### src/rtl/spiw_pkg.sv
`timescale 1ns/1ps
package spiw_pkg;

    typedef enum logic [2:0] {
        ST_IDLE   = 3'd0,
        ST_PREP   = 3'd1,
        ST_ARM    = 3'd2,
        ST_LEAD   = 3'd3,
        ST_TURN_A = 3'd4,
        ST_TURN_B = 3'd5,
        ST_SHIFT  = 3'd6,
        ST_TAIL   = 3'd7
    } spiw_state_e;

    typedef struct packed {
        logic cpol;
        logic cpha;
        logic lsb;
        logic cs_high;
        logic three;
        logic turn;
        logic rxdir;
    } spiw_mode_t;

endpackage

### src/rtl/spiw_tick_gen.sv
`timescale 1ns/1ps
module spiw_tick_gen #(
    parameter int DIV_W = 8
) (
    input  logic             clk,
    input  logic             rst_n,
    input  logic             run,
    input  logic [DIV_W-1:0] half_div,
    output logic             tick
);
    logic [DIV_W-1:0] cnt_d, cnt_q;

    always_comb begin
        tick  = run && (cnt_q == half_div);
        cnt_d = (!run || tick) ? '0 : cnt_q + DIV_W'(1);
    end

    always_ff @(posedge clk or negedge rst_n) begin
        if (!rst_n) cnt_q <= '0;
        else        cnt_q <= cnt_d;
    end

    // the counter never runs past the programmed half-period
    a_r1_cnt_bound: assert property (@(posedge clk) disable iff (!rst_n)
        run |-> (cnt_q <= half_div));
endmodule

### src/rtl/spiw_cs_decode.sv
`timescale 1ns/1ps
module spiw_cs_decode #(
    parameter int NUM_CS = 4,
    parameter int IDX_W  = 2
) (
    input  logic [IDX_W-1:0]  sel_idx,
    input  logic              sel_on,
    input  logic [NUM_CS-1:0] pol,
    output logic [NUM_CS-1:0] cs
);
    for (genvar g = 0; g < NUM_CS; g++) begin : g_line
        assign cs[g] = (sel_on && (sel_idx == IDX_W'(g))) ? pol[g] : ~pol[g];
    end
endmodule

### src/rtl/spiw_master.sv
`timescale 1ns/1ps
module spiw_master
    import spiw_pkg::*;
#(
    parameter int WORD_W = 32,
    parameter int NUM_CS = 4,
    parameter int DIV_W  = 8,
    localparam int LEN_W  = $clog2(WORD_W),
    localparam int IDX_W  = (NUM_CS > 1) ? $clog2(NUM_CS) : 1,
    localparam int EDGE_W = LEN_W + 1
) (
    input  logic              clk,
    input  logic              rst_n,
    input  logic              start,
    input  logic              cfg_cpol,
    input  logic              cfg_cpha,
    input  logic              cfg_lsb_first,
    input  logic              cfg_cs_high,
    input  logic              cfg_three_wire,
    input  logic              cfg_turn_pulse,
    input  logic              cfg_rx_dir,
    input  logic              cfg_tx_absent,
    input  logic [LEN_W-1:0]  cfg_len_m1,
    input  logic [DIV_W-1:0]  cfg_half_div,
    input  logic [IDX_W-1:0]  cfg_cs_idx,
    input  logic [WORD_W-1:0] tx_word,
    output logic              busy,
    output logic              done,
    output logic [WORD_W-1:0] rx_word,
    output logic              sck,
    output logic              mosi_o,
    output logic              mosi_oe,
    input  logic              mosi_i,
    input  logic              miso,
    output logic [NUM_CS-1:0] cs_o
);
    typedef struct packed {
        spiw_state_e       st;
        spiw_mode_t        m;
        logic [LEN_W-1:0]  len_m1;
        logic [DIV_W-1:0]  div;
        logic [IDX_W-1:0]  idx;
        logic [WORD_W-1:0] tx_sh;
        logic [WORD_W-1:0] rx_sh;
        logic [WORD_W-1:0] rx_word;
        logic [EDGE_W-1:0] edge_cnt;
        logic              sck;
        logic              sel;
        logic              hiz;
        logic              done;
        logic [NUM_CS-1:0] pol;
    } regs_t;

    regs_t r_d, r_q;
    logic  tick;

    logic [WORD_W-1:0] tx_rev, tx_load, rx_rev, rx_fin, len_mask;
    logic              last_edge, sample_now, launch_now, din;

    spiw_tick_gen #(.DIV_W(DIV_W)) u_tick (
        .clk      (clk),
        .rst_n    (rst_n),
        .run      (r_q.st != ST_IDLE),
        .half_div (r_q.div),
        .tick     (tick)
    );

    spiw_cs_decode #(.NUM_CS(NUM_CS), .IDX_W(IDX_W)) u_cs (
        .sel_idx (r_q.idx),
        .sel_on  (r_q.sel),
        .pol     (r_q.pol),
        .cs      (cs_o)
    );

    // word alignment for both bit orders
    always_comb begin
        for (int i = 0; i < WORD_W; i++) begin
            tx_rev[i] = tx_word[WORD_W-1-i];
            rx_rev[i] = r_q.rx_sh[WORD_W-1-i];
        end
        tx_load  = cfg_lsb_first ? tx_rev
                                 : (tx_word << ((WORD_W-1) - int'(cfg_len_m1)));
        len_mask = {WORD_W{1'b1}} >> ((WORD_W-1) - int'(r_q.len_m1));
        rx_fin   = r_q.m.lsb ? (rx_rev >> ((WORD_W-1) - int'(r_q.len_m1)))
                             : (r_q.rx_sh & len_mask);
    end

    // edge classification inside the data phase
    always_comb begin
        last_edge  = (r_q.edge_cnt == {r_q.len_m1, 1'b1});
        sample_now = r_q.m.cpha ? r_q.edge_cnt[0] : ~r_q.edge_cnt[0];
        launch_now = !sample_now && !(r_q.m.cpha && (r_q.edge_cnt == '0));
        din        = r_q.m.three ? mosi_i : miso;
    end

    always_comb begin
        r_d      = r_q;
        r_d.done = 1'b0;
        unique case (r_q.st)
            ST_IDLE: if (start) begin
                r_d.st       = ST_PREP;
                r_d.m        = '{cpol: cfg_cpol, cpha: cfg_cpha, lsb: cfg_lsb_first,
                                 cs_high: cfg_cs_high, three: cfg_three_wire,
                                 turn: cfg_turn_pulse, rxdir: cfg_rx_dir};
                r_d.len_m1   = cfg_len_m1;
                r_d.div      = cfg_half_div;
                r_d.idx      = cfg_cs_idx;
                r_d.tx_sh    = tx_load;
                r_d.rx_sh    = '0;
                r_d.edge_cnt = '0;
                r_d.sck      = cfg_cpol;
            end
            ST_PREP: if (tick) begin
                r_d.pol[r_q.idx] = r_q.m.cs_high;
                r_d.hiz          = r_q.m.three && r_q.m.rxdir;
                r_d.st           = ST_ARM;
            end
            ST_ARM: if (tick) begin
                r_d.sel = 1'b1;
                r_d.st  = ST_LEAD;
            end
            ST_LEAD: if (tick) begin
                r_d.st = (r_q.m.three && r_q.m.rxdir && r_q.m.turn) ? ST_TURN_A : ST_SHIFT;
            end
            ST_TURN_A: if (tick) begin
                r_d.sck = ~r_q.m.cpol;
                r_d.st  = ST_TURN_B;
            end
            ST_TURN_B: if (tick) begin
                r_d.sck = r_q.m.cpol;
                r_d.st  = ST_SHIFT;
            end
            ST_SHIFT: if (tick) begin
                r_d.sck = ~r_q.sck;
                if (sample_now) r_d.rx_sh = {r_q.rx_sh[WORD_W-2:0], din};
                if (launch_now) r_d.tx_sh = r_q.tx_sh << 1;
                r_d.edge_cnt = r_q.edge_cnt + EDGE_W'(1);
                if (last_edge) r_d.st = ST_TAIL;
            end
            ST_TAIL: if (tick) begin
                r_d.sel     = 1'b0;
                r_d.hiz     = 1'b0;
                r_d.tx_sh   = '0;
                r_d.done    = 1'b1;
                r_d.rx_word = rx_fin;
                r_d.st      = ST_IDLE;
            end
            default: r_d.st = ST_IDLE;
        endcase
    end

    always_ff @(posedge clk or negedge rst_n) begin
        if (!rst_n) r_q <= '0;
        else        r_q <= r_d;
    end

    assign busy    = (r_q.st != ST_IDLE);
    assign done    = r_q.done;
    assign rx_word = r_q.rx_word;
    assign sck     = r_q.sck;
    assign mosi_o  = r_q.tx_sh[WORD_W-1];
    assign mosi_oe = !cfg_tx_absent && !r_q.hiz;

    // completion pulse lines up with the idle state and lasts one cycle
    a_r12_done_idle: assert property (@(posedge clk) disable iff (!rst_n)
        done |-> !busy);
    a_r12_done_single: assert property (@(posedge clk) disable iff (!rst_n)
        done |=> !done);
    // SCK already at its idle level when a line becomes selected
    a_r4_sck_parked: assert property (@(posedge clk) disable iff (!rst_n)
        $rose(r_q.sel) |-> (sck == r_q.m.cpol) && $stable(sck));
    // SCK moves only on divider ticks while a transfer runs
    a_r1_sck_paced: assert property (@(posedge clk) disable iff (!rst_n)
        (busy && !tick) |=> $stable(sck));
    // at most one line away from its resting level
    a_r5_one_line: assert property (@(posedge clk) disable iff (!rst_n)
        $countones(cs_o ^ ~r_q.pol) <= 1);
    // pad released only for a three-wire receive word
    a_r8_hiz_scope: assert property (@(posedge clk) disable iff (!rst_n)
        r_q.hiz |-> (r_q.m.three && r_q.m.rxdir && busy));
    // captured settings stay fixed while busy
    a_r11_cfg_held: assert property (@(posedge clk) disable iff (!rst_n)
        busy |=> $stable(r_q.m) && $stable(r_q.len_m1) && $stable(r_q.idx));
endmodule

### config.mk
export PLATFORM = sky130hd
export DESIGN_NAME = spiw_master
export DESIGN_NICKNAME = d
export VERILOG_FILES = /design/src/rtl/spiw_pkg.sv /design/src/rtl/spiw_tick_gen.sv /design/src/rtl/spiw_cs_decode.sv /design/src/rtl/spiw_master.sv
export SDC_FILE = /design/constraint.sdc
export NUM_CORES = 1
export LEC_CHECK = 0
export BUFFER_PORTS_ARGS = -buffer_cell sky130_fd_sc_hd__buf_2
export CORE_MARGIN = 3
export CORE_UTILIZATION = 45
export CTS_CLUSTER_SIZE = 30
export DETAILED_ROUTE_END_ITERATION = 8
export GPL_TIMING_DRIVEN = 1
export SYNTH_ARGS = -nofsm -noshare
export SYNTH_HDL_FRONTEND = slang
export SYNTH_SLANG_ARGS = --single-unit
### constraint.sdc
create_clock -name clk -period 7.1 [get_ports clk]
set_input_delay 0.71 -clock clk [delete_from_list [all_inputs] [get_ports clk]]
set_output_delay 0.71 -clock clk [all_outputs]
set_load 0.01 [all_outputs]
==> run_results.csv <==
group,metric,value,unit
timing,hold_violations,0,
final_layout,utilization,50.1,%
logic_synthesis,syn_nets,1157,
logic_synthesis,ys_types,78,
logic_synthesis,synthArstFlopShare,100,%
routing,wl_met3,2410,µm
routing,num_vias,9302,
floorplan,die_h,159,µm
timing,finClkSkew,0.0130,ns
global_routing,grt_max_degree,82,
min_path,hold_path_class,"primary input to async pin",
final_layout,layout_common_cells,"nand2_1, dfrtp_1, buf_2",
routing,wl_per_cell,23.7,µm
cts,tritoncts,"yes",
setup_path,crit_family,"multiplexers",
setup_path,cp_num_buf_inv,1,
cts,clk_pin_slew_worst_paths,0.07,ns
setup_path,cp.arrival,3.34,ns
pwr,powerDensity,368,nW/µm²
routing,highest_layer,"met5",
setup_path,end_kind,"flop",
placement,place_congestion,0.992,
routing,drc,0,
routing,routed_wl,33800,µm
routing,first_iter_violations,937,
logic_synthesis,ys_seq_area_share,33.8,%
pwr,ir_drop,167,µV
setup_path,r2r_start,"r_q[120]",
setup_path,worstSetupStartpointType,"flop",
final_layout,nNetsFinal,1160,
timing,max_freq,327,MHz
setup_path,critPathMaxStageDelay,0.78,ns
cts,cts_setup_buffers,0,
setup_path,crit_type,"flop to flop",
logic_synthesis,syn_area,10600,µm²
cts,postCtsResizedCells,0,
timing,rsz0062_at_grt,"no",
setup_path,reg2reg_depth,5,
timing,period_needed,3.06,ns
routing,met2_length,16200,µm
final_layout,layout_commonest_cell,"nand2_1",
placement,post-dp-hpwl,23500,µm
final_layout,n_antenna_cell,0,
logic_synthesis,synth_top_cell_area_share,33.8,%
logic_synthesis,yosys_warnings,0,
cts,hold_buffers,0,
setup_path,required,7.38,ns
timing,maxSlewHeadroom,21.8,%
final_layout,area_delta_synth_final,8.27,%
logic_synthesis,synth_edf_count,0,
global_routing,antenna_found_initial,1,
timing,period_share,43.1,%
timing,tightest_slew,1.17,ns
cts,cts_root_buf,"clkbuf_16",
routing,routed_via_density,6.54,
logic_synthesis,synth_flop_cell,"dfrtp_1",
floorplan,dieArea,25400,µm²
floorplan,rows,55,
floorplan,start_util,46.2,%
logic_synthesis,avgSynthCellArea,9.68,µm²
routing,dr.pass1.iters,7,
global_routing,track_usage,26.3,%
pwr,p_leak,0.00493,µW
logic_synthesis,netlist_instances,1094,
routing,drt-met1-wl,13800,µm
final_layout,seq_area,3580,µm²
cts,insertion_delay,0.43,ns
floorplan,core_area,22900,µm²
floorplan,io_pins,101,
global_routing,grt_overflow,0,
logic_synthesis,synth_top_area_cell,"dfrtp_1",
setup_path,crit_fanout,49,
run_status,status,"finished, final reports clean",
logic_synthesis,yosys_register_bits,143,
run,max-cap-violations,0,
cts,htreeDepth,4,
final_layout,multi_input_area,6280,µm²
timing,tns,0,ns
routing,postRouteAntennaNets,0,
logic_synthesis,yosys-top-cells-area,"dfrtp_1, mux4_2, nand2_1",
cts,clk_path_buf_depth,2,
global_routing,first_global_vias,9336,
final_layout,drive_gt1_share,23.8,%
setup_path,crit_slowest_cell,"a2111oi_0",
timing,setup_viol,0,
setup_path,reg2reg_to,"rx_word[0]",
final_layout,fillers,2167,
placement,port_buffers,100,
setup_path,r2r_slack,4.04,ns
timing,slew_viol_final,0,
global_routing,grt_pass1_wl,53800,µm
cts,cts_num_sinks,143,
floorplan,die_x,159,µm
cts,numCtsBuffers,17,
setup_path,crit_chain,"buf_4 -> mux2_2 -> mux4_2 -> a2111oi_0 -> o31ai_1",
[flip-flops by register name (all words and copies together), names as in the netlist]
name	cells
u_tick.cnt_q	8
rx_word	32
mosi_o	1
done	1
sck	1
r_q	100
[Yosys cell counts, types with 4 or more instances]
cell type and n:
a211oi_1 8, a21o_1 5, a21oi_1 44, a221oi_1 8, a222oi_1 5, a22o_1 41, a22oi_1 16, a31oi_1 18
a32oi_1 4, and2_1 10, and3_1 8, buf_1 5, buf_2 19, buf_4 35, buf_6 7, clkbuf_1 61
dfrtp_1 143, inv_1 14, mux2_2 41, mux2i_1 53, mux4_2 61, nand2_1 147, nand2b_1 8, nand3_1 25
nand4_1 9, nor2_1 48, nor2b_1 5, nor3_1 29, nor3b_1 4, nor4_1 9, o211ai_1 10, o21a_1 4
o21ai_0 60, o221ai_1 5, o22ai_1 9, o31ai_1 9, o41ai_1 5, or2_2 7, or3_1 7, xnor2_1 4
xor2_1 21
[layer usage]
layer | track usage (%) | up-vias
li1 | - | 4134
met1 | 34.5 | 4614
met2 | 43.2 | 461
met3 | 4.71 | 91
met4 | 10.8 | 2
met5 | 0 | -
[stage by stage]
step / setup slack [ns] / hold slack [ns] / instances / cell area, µm² / power [µW]
2_1_floorplan: 4.51 / 0.414 / 1094 / 10600 / 2830
3_3_place_gp: 3.94 / 0.450 / 1391 / 10900 / 3300
3_5_place_dp: 3.90 / 0.460 / 1391 / 10900 / 3300
4_1_cts: 4.12 / 0.354 / 1423 / 11500 / 4200
5_1_grt: 3.96 / 0.371 / 1423 / 11500 / 4480
6_report: 4.04 / 0.319 / 1423 / 11500 / 4220
[logic make-up after synthesis]
kind of cell / Yosys count / synth area share [%]
adder cells (fa/ha/maj): 4 / 0.449
AND/OR/NAND/NOR: 336 / 15.2
XOR/XNOR: 25 / 2.07
AO/OA/AOI/OAI: 286 / 18.9
flip-flops: 143 / 33.8
multiplexers: 157 / 22.5
buffers and inverters: 143 / 7.03
[power breakdown]
| group | total, µW | switching (µW) | leakage [µW] | internal (µW) |
|---|---|---|---|---|
| Combinational | 1890 | 1120 | 0.00280 | 772 |
| Sequential | 1440 | 346 | 0.00186 | 1090 |
| Clock | 897 | 403 | 0.000277 | 494 |
| Total | 4220 | 1870 | 0.00493 | 2360 |
[how the worst max path moves through the flow]
stage | from | to | cells past startpoint
after detailed placement | cfg_len_m1[0] | r_q[93] | 7
final | r_q[120] | rx_word[0] | 5
after global placement | cfg_len_m1[0] | r_q[93] | 7
after global routing | u_tick.cnt_q[3] | r_q[75] | 5
after floorplan | cfg_len_m1[1] | r_q[105] | 7
after CTS | r_q[120] | rx_word[0] | 6
[final cells by class]
type	count	area share [%]
multi-input combinational	808	54.7
sequential	143	31.2
timing repair buffer	111	5.14
clock buffer	18	3.74
tap	313	3.41
clock inverter	14	1.24
inverter	16	0.524
No activity file was read; power rests on OpenSTA's default activity.
